## src/rtl/tagdir_pkg.sv

```systemverilog
package tagdir_pkg;
  typedef enum logic [1:0] {
    PERM_ABSENT = 2'd0,
    PERM_STALE  = 2'd1,
    PERM_RD     = 2'd2,
    PERM_RDWR   = 2'd3
  } perm_e;

  typedef enum logic [1:0] {
    KIND_LOAD   = 2'd0,
    KIND_STORE  = 2'd1,
    KIND_FETCH  = 2'd2,
    KIND_ATOMIC = 2'd3
  } kind_e;

  typedef enum logic [3:0] {
    OP_IDLE    = 4'd0,
    OP_ACCESS  = 4'd1,
    OP_TEST    = 4'd2,
    OP_PRESENT = 4'd3,
    OP_AVAIL   = 4'd4,
    OP_ALLOC   = 4'd5,
    OP_DEALLOC = 4'd6,
    OP_SETPERM = 4'd7,
    OP_PROBE   = 4'd8,
    OP_MRU     = 4'd9
  } op_e;
endpackage

```

## src/rtl/tagdir_match.sv

```systemverilog
module tagdir_match #(
  parameter int WAYS  = 4,
  parameter int TAG_W = 14,
  localparam int WAY_W = (WAYS > 1) ? $clog2(WAYS) : 1
) (
  input  logic [WAYS-1:0][TAG_W-1:0] way_tag,
  input  logic [WAYS-1:0][1:0]       way_perm,
  input  logic [TAG_W-1:0]           req_tag,
  output logic                       found,
  output logic [WAY_W-1:0]           match_way,
  output logic [1:0]                 match_perm,
  output logic                       avail,
  output logic                       free_found,
  output logic [WAY_W-1:0]           free_way
);
  import tagdir_pkg::*;

  logic [WAYS-1:0] tag_eq;
  logic [WAYS-1:0] absent;

  for (genvar w = 0; w < WAYS; w++) begin : g_cmp
    assign tag_eq[w] = (way_tag[w] == req_tag);
    assign absent[w] = (way_perm[w] == PERM_ABSENT);
  end

  // Scan high to low so the lowest-numbered candidate wins.
  always_comb begin
    found      = 1'b0;
    match_way  = '0;
    match_perm = PERM_ABSENT;
    free_found = 1'b0;
    free_way   = '0;
    for (int i = WAYS - 1; i >= 0; i--) begin
      if (tag_eq[i] && !absent[i]) begin
        found      = 1'b1;
        match_way  = WAY_W'(i);
        match_perm = way_perm[i];
      end
      if (absent[i]) begin
        free_found = 1'b1;
        free_way   = WAY_W'(i);
      end
    end
  end

  assign avail = (|tag_eq) || (|absent);
endmodule

```

## src/rtl/tagdir_lru.sv

```systemverilog
module tagdir_lru #(
  parameter int SETS = 4,
  parameter int WAYS = 4,
  localparam int WAY_W = (WAYS > 1) ? $clog2(WAYS) : 1,
  localparam int SET_W = (SETS > 1) ? $clog2(SETS) : 1
) (
  input  logic             clk,
  input  logic             rst,
  input  logic [SET_W-1:0] sel_set,
  input  logic             touch_en,
  input  logic [WAY_W-1:0] touch_way,
  output logic [WAY_W-1:0] victim_way
);
  localparam logic [WAY_W-1:0] OLDEST = WAY_W'(WAYS - 1);

  logic [WAY_W-1:0] age_q [SETS][WAYS];
  logic [WAYS-1:0]  is_oldest;

  always_ff @(posedge clk) begin
    if (rst) begin
      for (int s = 0; s < SETS; s++)
        for (int w = 0; w < WAYS; w++)
          age_q[s][w] <= WAY_W'(WAYS - 1 - w);
    end else if (touch_en) begin
      for (int w = 0; w < WAYS; w++) begin
        if (WAY_W'(w) == touch_way)
          age_q[sel_set][w] <= '0;
        else if (age_q[sel_set][w] < age_q[sel_set][touch_way])
          age_q[sel_set][w] <= age_q[sel_set][w] + 1'b1;
      end
    end
  end

  for (genvar w = 0; w < WAYS; w++) begin : g_old
    assign is_oldest[w] = (age_q[sel_set][w] == OLDEST);
  end

  always_comb begin
    victim_way = '0;
    for (int w = 0; w < WAYS; w++)
      if (is_oldest[w]) victim_way = WAY_W'(w);
  end

  // ages stay a permutation, so exactly one way is the victim
  assert_single_victim_R10: assert property (@(posedge clk) disable iff (rst)
    $countones(is_oldest) == 1);

  // a touched way becomes the youngest
  assert_touch_youngest_R5: assert property (@(posedge clk) disable iff (rst)
    touch_en |=> age_q[$past(sel_set)][$past(touch_way)] == '0);
endmodule

```

## src/rtl/tagdir_top.sv

```systemverilog
module tagdir_top #(
  parameter int SET_BITS = 2,
  parameter int WAYS     = 4,
  parameter int ADDR_W   = 16,
  localparam int SETS  = 1 << SET_BITS,
  localparam int TAG_W = ADDR_W - SET_BITS,
  localparam int WAY_W = (WAYS > 1) ? $clog2(WAYS) : 1
) (
  input  logic              clk,
  input  logic              rst,
  input  logic              cmd_valid,
  input  logic [3:0]        cmd_op,
  input  logic [1:0]        req_kind,
  input  logic [ADDR_W-1:0] line_addr,
  input  logic [1:0]        new_perm,
  output logic              hit,
  output logic [WAY_W-1:0]  hit_way,
  output logic              found,
  output logic              avail,
  output logic [1:0]        cur_perm,
  output logic [ADDR_W-1:0] victim_addr,
  output logic              cmd_err
);
  import tagdir_pkg::*;

  logic [TAG_W-1:0] tag_q  [SETS][WAYS];
  logic [1:0]       perm_q [SETS][WAYS];

  logic [SET_BITS-1:0] set_idx;
  logic [TAG_W-1:0]    req_tag;
  op_e                 op;
  logic [WAYS-1:0][TAG_W-1:0] rd_tag;
  logic [WAYS-1:0][1:0]       rd_perm;

  logic             free_found;
  logic [WAY_W-1:0] free_way;
  logic [WAY_W-1:0] victim_way;
  logic             touch_en;
  logic [WAY_W-1:0] touch_way;
  logic             commit;

  assign set_idx = line_addr[SET_BITS-1:0];
  assign req_tag = line_addr[ADDR_W-1:SET_BITS];
  assign op      = op_e'(cmd_op);

  for (genvar w = 0; w < WAYS; w++) begin : g_rd
    assign rd_tag[w]  = tag_q[set_idx][w];
    assign rd_perm[w] = perm_q[set_idx][w];
  end

  tagdir_match #(.WAYS(WAYS), .TAG_W(TAG_W)) u_match (
    .way_tag    (rd_tag),
    .way_perm   (rd_perm),
    .req_tag    (req_tag),
    .found      (found),
    .match_way  (hit_way),
    .match_perm (cur_perm),
    .avail      (avail),
    .free_found (free_found),
    .free_way   (free_way)
  );

  tagdir_lru #(.SETS(SETS), .WAYS(WAYS)) u_lru (
    .clk        (clk),
    .rst        (rst),
    .sel_set    (set_idx),
    .touch_en   (touch_en),
    .touch_way  (touch_way),
    .victim_way (victim_way)
  );

  assign victim_addr = {tag_q[set_idx][victim_way], set_idx};

  // Hit qualification by command and request kind
  always_comb begin
    hit = 1'b0;
    if (cmd_valid) begin
      case (op)
        OP_ACCESS: hit = found && ((cur_perm == PERM_RDWR) ||
                         ((cur_perm == PERM_RD) &&
                          ((req_kind == KIND_LOAD) || (req_kind == KIND_FETCH))));
        OP_TEST, OP_PRESENT: hit = found;
        default: hit = 1'b0;
      endcase
    end
  end

  // Illegal command detection
  always_comb begin
    cmd_err = 1'b0;
    if (cmd_valid) begin
      case (op)
        OP_ALLOC:              cmd_err = found || !avail || !free_found;
        OP_DEALLOC, OP_SETPERM: cmd_err = !found;
        OP_PROBE:              cmd_err = avail;
        default:               cmd_err = 1'b0;
      endcase
    end
  end

  assign commit = cmd_valid && !cmd_err;

  always_comb begin
    touch_en  = 1'b0;
    touch_way = hit_way;
    if (commit) begin
      case (op)
        OP_ACCESS, OP_TEST, OP_MRU: touch_en = found;
        OP_ALLOC: begin
          touch_en  = 1'b1;
          touch_way = free_way;
        end
        default: touch_en = 1'b0;
      endcase
    end
  end

  // Tag and permission storage
  always_ff @(posedge clk) begin
    if (rst) begin
      for (int s = 0; s < SETS; s++)
        for (int w = 0; w < WAYS; w++) begin
          tag_q[s][w]  <= '0;
          perm_q[s][w] <= PERM_ABSENT;
        end
    end else if (commit) begin
      case (op)
        OP_ALLOC: begin
          tag_q[set_idx][free_way]  <= req_tag;
          perm_q[set_idx][free_way] <= PERM_STALE;
        end
        OP_DEALLOC: perm_q[set_idx][hit_way] <= PERM_ABSENT;
        OP_SETPERM: perm_q[set_idx][hit_way] <= new_perm;
        default: ;
      endcase
    end
  end

  // a miss reports way 0 and the absent permission
  assert_miss_defaults_R2: assert property (@(posedge clk) disable iff (rst)
    !found |-> (hit_way == '0) && (cur_perm == PERM_ABSENT));

  // no hit without a live matching way
  assert_hit_needs_match_R3: assert property (@(posedge clk) disable iff (rst)
    hit |-> found);

  // stores never hit a read-only way
  assert_ro_store_miss_R4: assert property (@(posedge clk) disable iff (rst)
    (cmd_valid && op == OP_ACCESS && cur_perm == PERM_RD &&
     (req_kind == KIND_STORE || req_kind == KIND_ATOMIC)) |-> !hit);

  // an allocated way becomes invalid with the request tag
  assert_alloc_writes_R8: assert property (@(posedge clk) disable iff (rst)
    (cmd_valid && op == OP_ALLOC && !cmd_err) |=>
      (perm_q[$past(set_idx)][$past(free_way)] == PERM_STALE) &&
      (tag_q[$past(set_idx)][$past(free_way)] == $past(req_tag)));

  // deallocate leaves the way absent
  assert_dealloc_absent_R9: assert property (@(posedge clk) disable iff (rst)
    (cmd_valid && op == OP_DEALLOC && !cmd_err) |=>
      perm_q[$past(set_idx)][$past(hit_way)] == PERM_ABSENT);

  // probing while a way is available is flagged
  assert_probe_illegal_R11: assert property (@(posedge clk) disable iff (rst)
    (cmd_valid && op == OP_PROBE && avail) |-> cmd_err);
endmodule

```

## config.mk

```make
export PLATFORM = sky130hd
export DESIGN_NAME = tagdir_top
export DESIGN_NICKNAME = d
export VERILOG_FILES = /design/src/rtl/tagdir_pkg.sv /design/src/rtl/tagdir_match.sv /design/src/rtl/tagdir_lru.sv /design/src/rtl/tagdir_top.sv
export SDC_FILE = /design/constraint.sdc
export NUM_CORES = 1
export LEC_CHECK = 0
export BUFFER_PORTS_ARGS = -buffer_cell sky130_fd_sc_hd__buf_4
export CAP_MARGIN = 40
export CORE_MARGIN = 5
export CORE_UTILIZATION = 65
export DETAILED_ROUTE_END_ITERATION = 6
export PLACE_DENSITY_LB_ADDON = 0.1
export SETUP_SLACK_MARGIN = 0.3
export SLEW_MARGIN = 30
export SYNTH_ARGS = -nofsm -noshare
export SYNTH_HDL_FRONTEND = slang
export SYNTH_SLANG_ARGS = --single-unit
```

## constraint.sdc

```tcl
create_clock -name clk -period 11.98 [get_ports clk]
set_clock_uncertainty 0.15 [all_clocks]
set_input_delay 1.797 -clock clk [delete_from_list [all_inputs] [get_ports clk]]
set_output_delay 1.797 -clock clk [all_outputs]
set_load 0.05 [all_outputs]
```

Word-level counts from Yosys, hierarchy flattened
Memories as Yosys holds them, arrays and structs flattened.
Cells that the tools add are included.
W data, S select, Z words.
- register bits after elaboration: 0
- memory bits (writable): 288
- input bits: 27
- output and inout port bits: 24
- logic and storage cells: 221
- memories kept: 3
- $add $sub $neg: 4
- order comparisons: 10
- equality and inequality tests: 21
- muxes and demuxes: 123
- bitwise gates (word level): 24
- reduce and logical (&&, ||, !) cells: 36
- memory list (name ; words ; bits a word ; rd ports ; clocked after Yosys merged registers in ; write ports ; line ; text):
    tag_q ; 4 ; 56 ; 1 ; 0 ; 4 ; tagdir_top.sv:26 ; logic [TAG_W-1:0] tag_q [SETS][WAYS];
    perm_q ; 4 ; 8 ; 1 ; 0 ; 4 ; tagdir_top.sv:27 ; logic [1:0] perm_q [SETS][WAYS];
    u_lru.age_q ; 4 ; 8 ; 1 ; 0 ; 4 ; tagdir_lru.sv:16 ; logic [WAY_W-1:0] age_q [SETS][WAYS];
- operators by type and width (operator ; number):
    $mux W56 ; 3
    $mux W1 ; 75
    $eq A14 B14 Y1 ; 4
    $reduce_or A56 Y1 ; 1
    $mux W2 ; 27
    $mux W8 ; 6
    $mux W14 ; 3
    $bmux W14 S2 ; 1
    $demux W14 S2 ; 1
    $or A1 B1 Y1 ; 20
    $reduce_or A8 Y1 ; 2
    $eq A2 B2 Y1 const B ; 6
    $eq A4 B3 Y1 const B ; 3
    $ge A3 B3 Y1 const B ; 4
    $logic_not A2 Y1 ; 6
    $not A2 Y3 ; 4
    $logic_and A1 B1 Y1 ; 9
    $add A2 B1 Y2 const B ; 4
    $demux W2 S2 ; 2
    $eq A4 B2 Y1 const B ; 2
    $eq A4 B4 Y1 const B ; 2
    $logic_not A1 Y1 ; 8
    $lt A2 B2 Y1 ; 4
    $reduce_or A4 Y1 ; 2
    11 further kinds ; 19

Depth between registers and ports, before layout
Gate-level depths: netlist (run 1).
An unclocked memory read counts as a cell.
- word-level depth: 28
- depth in mapped cells: 15

By module
A second synthesis (run 1) with hierarchy kept.
- cells, all modules: 1152
- area, all modules: 14716.6 µm²
- by module, submodules not included (module ; times used ; cells each ; area an instance (µm²) ; sequential area each (µm²)):
    tagdir_top ; 1 ; 837 ; 11573.6 ; 7687.4
    tagdir_lru ; 1 ; 188 ; 2088.3 ; 960.9
    tagdir_match ; 1 ; 127 ; 1054.8 ; 0.0

Least setup slack after synthesis (run 1)
OpenSTA, ideal clock, no wires.
- path type: input port to output port
- from: input port line_addr[1]
- to: output port victim_addr[2]
- arrival time: 5.407 ns
- required time: 10.033 ns
- slack: 4.626 ns
- stages: 13
- buffers on the path: 6
- cell sequence: clkbuf_1 buf_2 buf_2 buf_2 mux2_2 o21ai_0 inv_1 ha_1 buf_1 buf_1 nor2_1 a21oi_1 o21ai_0
- word-level cells in the longest chain between the ends: 9
- elaborated cells on any way between the ends: 12
- RTL lines (element ; line ; text):
    start, declared ; tagdir_top.sv:14 ; input logic [ADDR_W-1:0] line_addr,
    $mem_v2 Z4 W8 ; -- ;
    $eq A2 B2 Y1 ; tagdir_lru.sv:35 ; assign is_oldest[w] = (age_q[sel_set][w] == OLDEST);
    $mux W1 ; tagdir_lru.sv:41 ; if (is_oldest[w]) victim_way = WAY_W'(w);
    $mux W2 (2 in a row) ; tagdir_lru.sv:41 ;
    $not A2 Y3 (implied by the code) ; tagdir_top.sv:72 ; assign victim_addr = {tag_q[set_idx][victim_way], set_idx};
    $bmux W14 S2 (*) ; tagdir_top.sv:72 ;
    $mux W14 (implied by the code) (*) (2 in a row) ; tagdir_top.sv:72 ;
    end, declared ; tagdir_top.sv:21 ; output logic [ADDR_W-1:0] victim_addr,
Mark *: on every way between the ends. The rest lies on a longest branch, timed or not. The select of a mux whose other input is x is not followed.

Worst setup path in the final report (run 1)
- from: input port line_addr[0]
- to: output port hit
- word-level cells in the longest chain between the ends: 14
- elaborated cells on any way between the ends: 33
- RTL lines (element ; line ; text):
    branches (longest 12 deep; another with $mem_v2 Z4 W56) ; -- ;
    $pmux W1 S2 (*) ; tagdir_top.sv:78 ; case (op)
    $mux W1 (*) ; tagdir_top.sv:77 ; if (cmd_valid) begin
    end, declared ; tagdir_top.sv:16 ; output logic hit,
Every way passes the cells marked *.

==> results of run 1 <==
[cells in the final DEF, fill, tap and decap left out, drive strengths merged, types with 18 or more instances in the layout]
cell	Yosys	final
nand2	84	84
clkbuf	84	35
edfxtp	288	288
mux2	28	28
o21ai	45	45
and3	56	56
nand3	18	18
buf	27	88
xnor2	56	56
mux4	90	90
inv	23	24
nor2	82	82
and2	174	174
mux2i	42	42
[per-stage QoR]
| step | cells | utilization, % | setup WS [ns] | hold slack [ns] |
|---|---|---|---|---|
| floorplan | 1235 | - | 4.63 | 0.673 |
| global placement | 1527 | 67.9 | 3.80 | 0.734 |
| detailed placement | 1535 | 68.4 | 3.75 | 0.746 |
| CTS | 1589 | 72.0 | 3.70 | 0.751 |
| global route | 1591 | 72.1 | 3.47 | 0.770 |
| finish | 1591 | 72.1 | 3.83 | 0.753 |
[routing by layer]
metal	global-route usage, %	part of all wire (%)	routed length [um]	up-vias
met5	0	0	0	-
met4	10.1	3.9	1590	0
met3	5.59	8.6	3460	104
li1	-	-	-	4585
met1	37.1	36	14600	5144
met2	49.6	51	20500	511
[kinds of logic (layout without fill, tap and decap cells)]
kind of cell               count (synthesis)  after routing  synth area share, %
and+or+nand+nor                          472            472                 16.3
AOI/OAI and AO/OA                        120            120                 5.12
xor gates and xnor gates                  56             56                 3.07
adders and majority gates                  5              5                0.360
buffers and inverters                    134            166                 3.74
muxes                                    160            160                 17.3
DFF                                      288            288                 54.1
[power by group]
part / internal (mW) / switching (mW)
Sequential: 1.14 / 0.0124
Clock: 0.458 / 0.384
Combinational: 0.113 / 0.190
Total: 1.71 / 0.586
[sequential cells by signal, indices dropped and copies added (netlist names)]
register and cells:
u_lru.age_q 32, tag_q 224, perm_q 32
[area by class of cell]
type,instances,area [um^2]
clock buffer,34,766
sequential,288,8650
fill,1661,6760
timing repair buffer,89,714
clock inverter,20,113
multi-input combinational,813,6750
inverter,23,86.3
tap,324,405
[worst paths after layout]
path                       endpoint  slack [ns]  cells after the start
setup / recovery                hit        3.83                     13
hold / removal    u_lru.age_q[1][0]        0.75                      2
setup reg to reg  u_lru.age_q[3][5]        7.51                     10
hold reg to reg   u_lru.age_q[1][0]        0.75                      2
[worst min-delay path, stage by stage, from the launching register on]
cell and delay, ns:
edfxtp_1 0.32, mux4_2 0.34, nor3_1 0.08
==> results by group, run 1 <==
Floorplanning
  • Initial core utilization: 65.9%
  • DIE WIDTH: 167 um
  • Die area: 27,800 um^2
  • Chip height: 167 um
  • IO Pins: 51
  • Core area: 24,200 um^2
  • Placement Rows: 57

Place
  • DPL Wire Length: 26.1 mm
  • RePlAce Congestion: 0.926
  • Post-DP Area: 16,600 um^2
  • # port buffers: 49

Layout
  • # diodes: 0
  • Final net count: 1,275
  • Fraction of layout instances using a drive strength above 1: 22.3%
  • Final design area excluding fillers: 17,500 um^2
  • Layout area overhead: 9.46%

Worst setup path
  • Crit path cell chain: buf_6 -> buf_16 -> buf_4 -> mux4_2 -> xnor2_1 -> nand4_2 -> nor4_4 -> a22o_1 -> o211ai_1 -> o21ai_0 -> a21oi_1 -> o2111a_1 -> buf_4
  • Most frequent CP cell: buf_4
  • Nature of the critical path startpoint: input pin
  • CP max-delay cell: mux4_2
  • R2r startpoint: tag_q[0][43]
  • Max FO, Critical Path: 42
  • CP startpoint: line_addr[0]
  • Worst Setup End Kind: output port
  • Critical path buffers and inverters: 4
  • Critical path class: in2out
  • Critical Path AT: 6.21 ns
  • Critical Path Max Stage Delay: 0.62 ns
  • Critical path's top delay family: buffers and inverters
  • WP data required: 10.03 ns

Timing
  • Max frequency: 123 MHz
  • Final Setup Violations: 0
  • Final Hold Viols: 0
  • Max-slew headroom: 48.5%
  • RSZ-0062 raised after global routing: false
  • Worst Tran Pin Value: 0.771 ns
  • Slew Limit Fails: 0
  • Setup TNS: 0 ns
  • Final min period: 8.15 ns
  • Final period util: 68.1%

CTS
  • Later-pin clock latency in the skew report: 0.57 ns
  • Post-CTS Resized: 0
  • Setup bufs post-CTS: 0
  • Clock Tree Buf Depth: 3
  • Cts bufs inserted: 30
  • Clk slew on worst S/H paths: 0.06 ns
  • CTS Hold Bufs: 0
  • H-tree Lvls: 1
  • Root Driver: clkbuf_16
  • CTS sink cnt: 288
  • CTS tree: done

Route
  • DR vias: 10,300
  • Vias per cell: 6.50
  • Routed length per instance: 25.3 um
  • Antenna Nets Post-Route: 0
  • Drt pass-1 iters: 5
  • Wirelength, routed: 40.2 mm
  • DRC: 0
  • Initial DRC Count: 1,194

Global route
  • Overflow after GRT: 0
  • Tot GR Track Use: 28.9%
  • Largest net degree at the start of global routing: 71
  • Number of global-route vias before repair: 10,500
  • Initial antenna violation count: 0
  • First-pass GRT wire length: 61.8 mm

Synth
  • Post-synth EDFFs: 288
  • Count of cell types in the netlist: 65
  • Register area share after synthesis: 54.1%
  • Ys async rst share: 0%
  • Ys Warns: 0
  • Dominant cells by area after synthesis: edfxtp_1 (54%), mux4_2 (13%), and2_1 (6.8%)
  • Synth Instances: 1,235
  • Synthesized area: 16,000 um^2
  • Seq cells post-synth: 288
  • Area leader, netlist: edfxtp_1
  • Post-synth net total: 1,265
  • Cell with the most instances after synthesis: edfxtp_1
  • Synth top cells by count: edfxtp_1 (288), and2_1 (174), mux4_2 (90)
  • Area share of the largest cell type after synthesis: 54.1%
  • Syn Area/Cell: 12.9 um^2
  • Primary FF master, synth: edfxtp_1

Job
  • Max Cap Violations: 0

Pwr
  • Pwr/cell area: 131 nW/um^2
  • LEAKAGE: 6.50 nW
  • Max VDD drop: 0.122 mV
  • Power, Total: 2.30 mW

Outcome
  • Run status: finished clean

Min path
  • Worst Hold Class: reg2reg
  • Min-delay src: u_lru.age_q[3][0]
No activity file was read; power rests on OpenSTA's default activity.
==> inputs of run 2 (changes only) <==
CORE_UTILIZATION = 63   (was 65)
clock period = 7.72 ns   (was 11.98 ns; I/O delays follow)
==> results by group, run 2 (synthesis gave the netlist of run 1 again) <==
Worst setup path
  • Critical Path AT: 5.04 ns
  • Critical path's top delay family: simple AND/OR/NAND/NOR gates
  • WP data required: 6.41 ns
  • Critical path class: in2out
  • WP depth: 12
  • Worst Setup End Kind: output port
  • R2r worst-path depth: 10
  • Most frequent CP cell: buf_4
  • CP max-delay cell: nor4_1
  • Crit path cell chain: buf_6 -> buf_4 -> mux4_2 -> xnor2_1 -> nand4_1 -> nor4_1 -> nor3_1 -> a21oi_1 -> nor2_1 -> o21ai_0 -> and2_1 -> buf_4
  • Max FO, Critical Path: 67
  • Critical path buffers and inverters: 3
  • Critical Path Max Stage Delay: 0.80 ns
  • Nature of the critical path startpoint: input pin

CTS
  • CTS sink cnt: 288
  • CTS Hold Bufs: 0
  • Clk slew on worst S/H paths: 0.06 ns
  • CTS tree: done
  • Clock Tree Buf Depth: 3
  • Cts bufs inserted: 30
  • Setup bufs post-CTS: 0
  • H-tree Lvls: 1
  • Root Driver: clkbuf_16
  • Later-pin clock latency in the skew report: 0.56 ns
  • Post-CTS Resized: 0

Global route
  • Largest net degree at the start of global routing: 68
  • Initial antenna violation count: 0
  • Tot GR Track Use: 28.0%
  • First-pass GRT wire length: 61.3 mm
  • Overflow after GRT: 0
  • Number of global-route vias before repair: 10,400

Timing
  • Final Setup Violations: 0
  • Max-slew headroom: 41.9%
  • Setup TNS: 0 ns
  • Final Hold Viols: 0
  • Worst setup margin: 1.37 ns
  • RSZ-0062 raised after global routing: false
  • Final period util: 82.2%
  • Max frequency: 158 MHz
  • Slew Limit Fails: 0
  • Worst Tran Pin Value: 0.863 ns
  • Final min period: 6.35 ns

Layout
  • Fill cells: 1,811
  • Final Core Density: 70.0%
  • Most common cell after layout, fill and taps aside: edfxtp_1
  • Multi-input gate area: 6770 um^2
  • Register bank with the most flops: tag_q
  • Register Area: 8650 um^2
  • Fraction of layout instances using a drive strength above 1: 22.5%
  • Max reg flops: 224
  • # diodes: 0
  • Final net count: 1,275
  • Final design area excluding fillers: 17,600 um^2
  • Top flop regs: tag_q: 224 flops, perm_q: 32 flops, u_lru.age_q: 32 flops
  • Highest-count cells in the layout ignoring fill and taps: edfxtp_1 (288), and2_1 (174), mux4_2 (90)
  • Layout area overhead: 10.1%
  • Layout Cells excl Fill: 1,595

Route
  • Initial DRC Count: 1,317
  • Antenna Nets Post-Route: 0
  • Wirelength, routed: 39.7 mm
  • DRC: 0
  • Drt pass-1 iters: 6
  • Vias per cell: 6.49
  • Routed length per instance: 24.9 um
  • DR vias: 10,400

Floorplanning
  • Initial core utilization: 63.6%
  • DIE WIDTH: 169 um
  • Die area: 28,600 um^2
  • Core area: 25,100 um^2
  • Placement Rows: 58
  • Chip height: 169 um
  • IO Pins: 51

Place
  • Pre-CTS setup slack: 1.30 ns
  • RePlAce Congestion: 0.909
  • Post-DP Area: 16,600 um^2
  • DPL Wire Length: 26.9 mm
  • # port buffers: 49
  • Placed cells: 1,542

Min path
  • Worst Hold Class: reg2reg
  • Worst hold path stage count: 2

Pwr
  • Max VDD drop: 0.225 mV
  • Pwr/cell area: 208 nW/um^2
  • LEAKAGE: 6.53 nW

Outcome
  • Run status: finished clean

Job
  • Max Cap Violations: 0
run 2: changes by cell type in the layout (fill, tap and decap cells not counted), sizes merged:
cell / previous run / this run
inv: 24 / 23
clkbuf: 35 / 36
clkinvlp: 2 / 1
bufinv: 0 / 3
clkinv: 17 / 13
run 2: routing by layer:
layer  GRT usage, %  wire, um  vias to the layer above
met5              0         0                        -
met1           38.0     15400                     5193
met3           4.15      3050                       88
met2           47.6     20000                      485
met4           8.47      1300                        0
li1               -         -                     4590
run 2: stage by stage:
stage	power (mW)	hold slack [ns]
finish	3.66	0.749
global route	3.77	0.767
CTS	3.67	0.739
detailed placement	2.29	0.740
global placement	2.28	0.733
floorplan	2.14	0.673
run 2: layout make-up:
| cell class | count | area share, % |
|---|---|---|
| clock buffer | 35 | 4.50 |
| clock inverter | 17 | 0.939 |
| inverter | 23 | 0.491 |
| multi-input combinational | 813 | 38.5 |
| sequential | 288 | 49.2 |
| tap | 330 | 2.35 |
| timing repair buffer | 89 | 4.01 |
run 2: final timing paths:
kind,startpoint,to,slack (ns)
setup reg to reg,tag_q[2][41],u_lru.age_q[0][1],3.23
setup / recovery,line_addr[1],cmd_err,1.37
hold reg to reg,u_lru.age_q[3][0],u_lru.age_q[1][0],0.75
hold / removal,u_lru.age_q[3][0],u_lru.age_q[1][0],0.75
run 2: where the power goes:
| group | leakage (nW) | internal [mW] | total [mW] | switching [mW] |
|---|---|---|---|---|
| sequential | 2.92 | 1.77 | 1.79 | 0.0189 |
| combinational | 3.15 | 0.176 | 0.471 | 0.295 |
| clock | 0.464 | 0.826 | 1.40 | 0.578 |
| total | 6.53 | 2.77 | 3.66 | 0.892 |
run 2: tightest hold or removal path, stage by stage (launching register included):
cell	delay [ns]
edfxtp_1	0.31
mux4_2	0.34
nor3_1	0.08
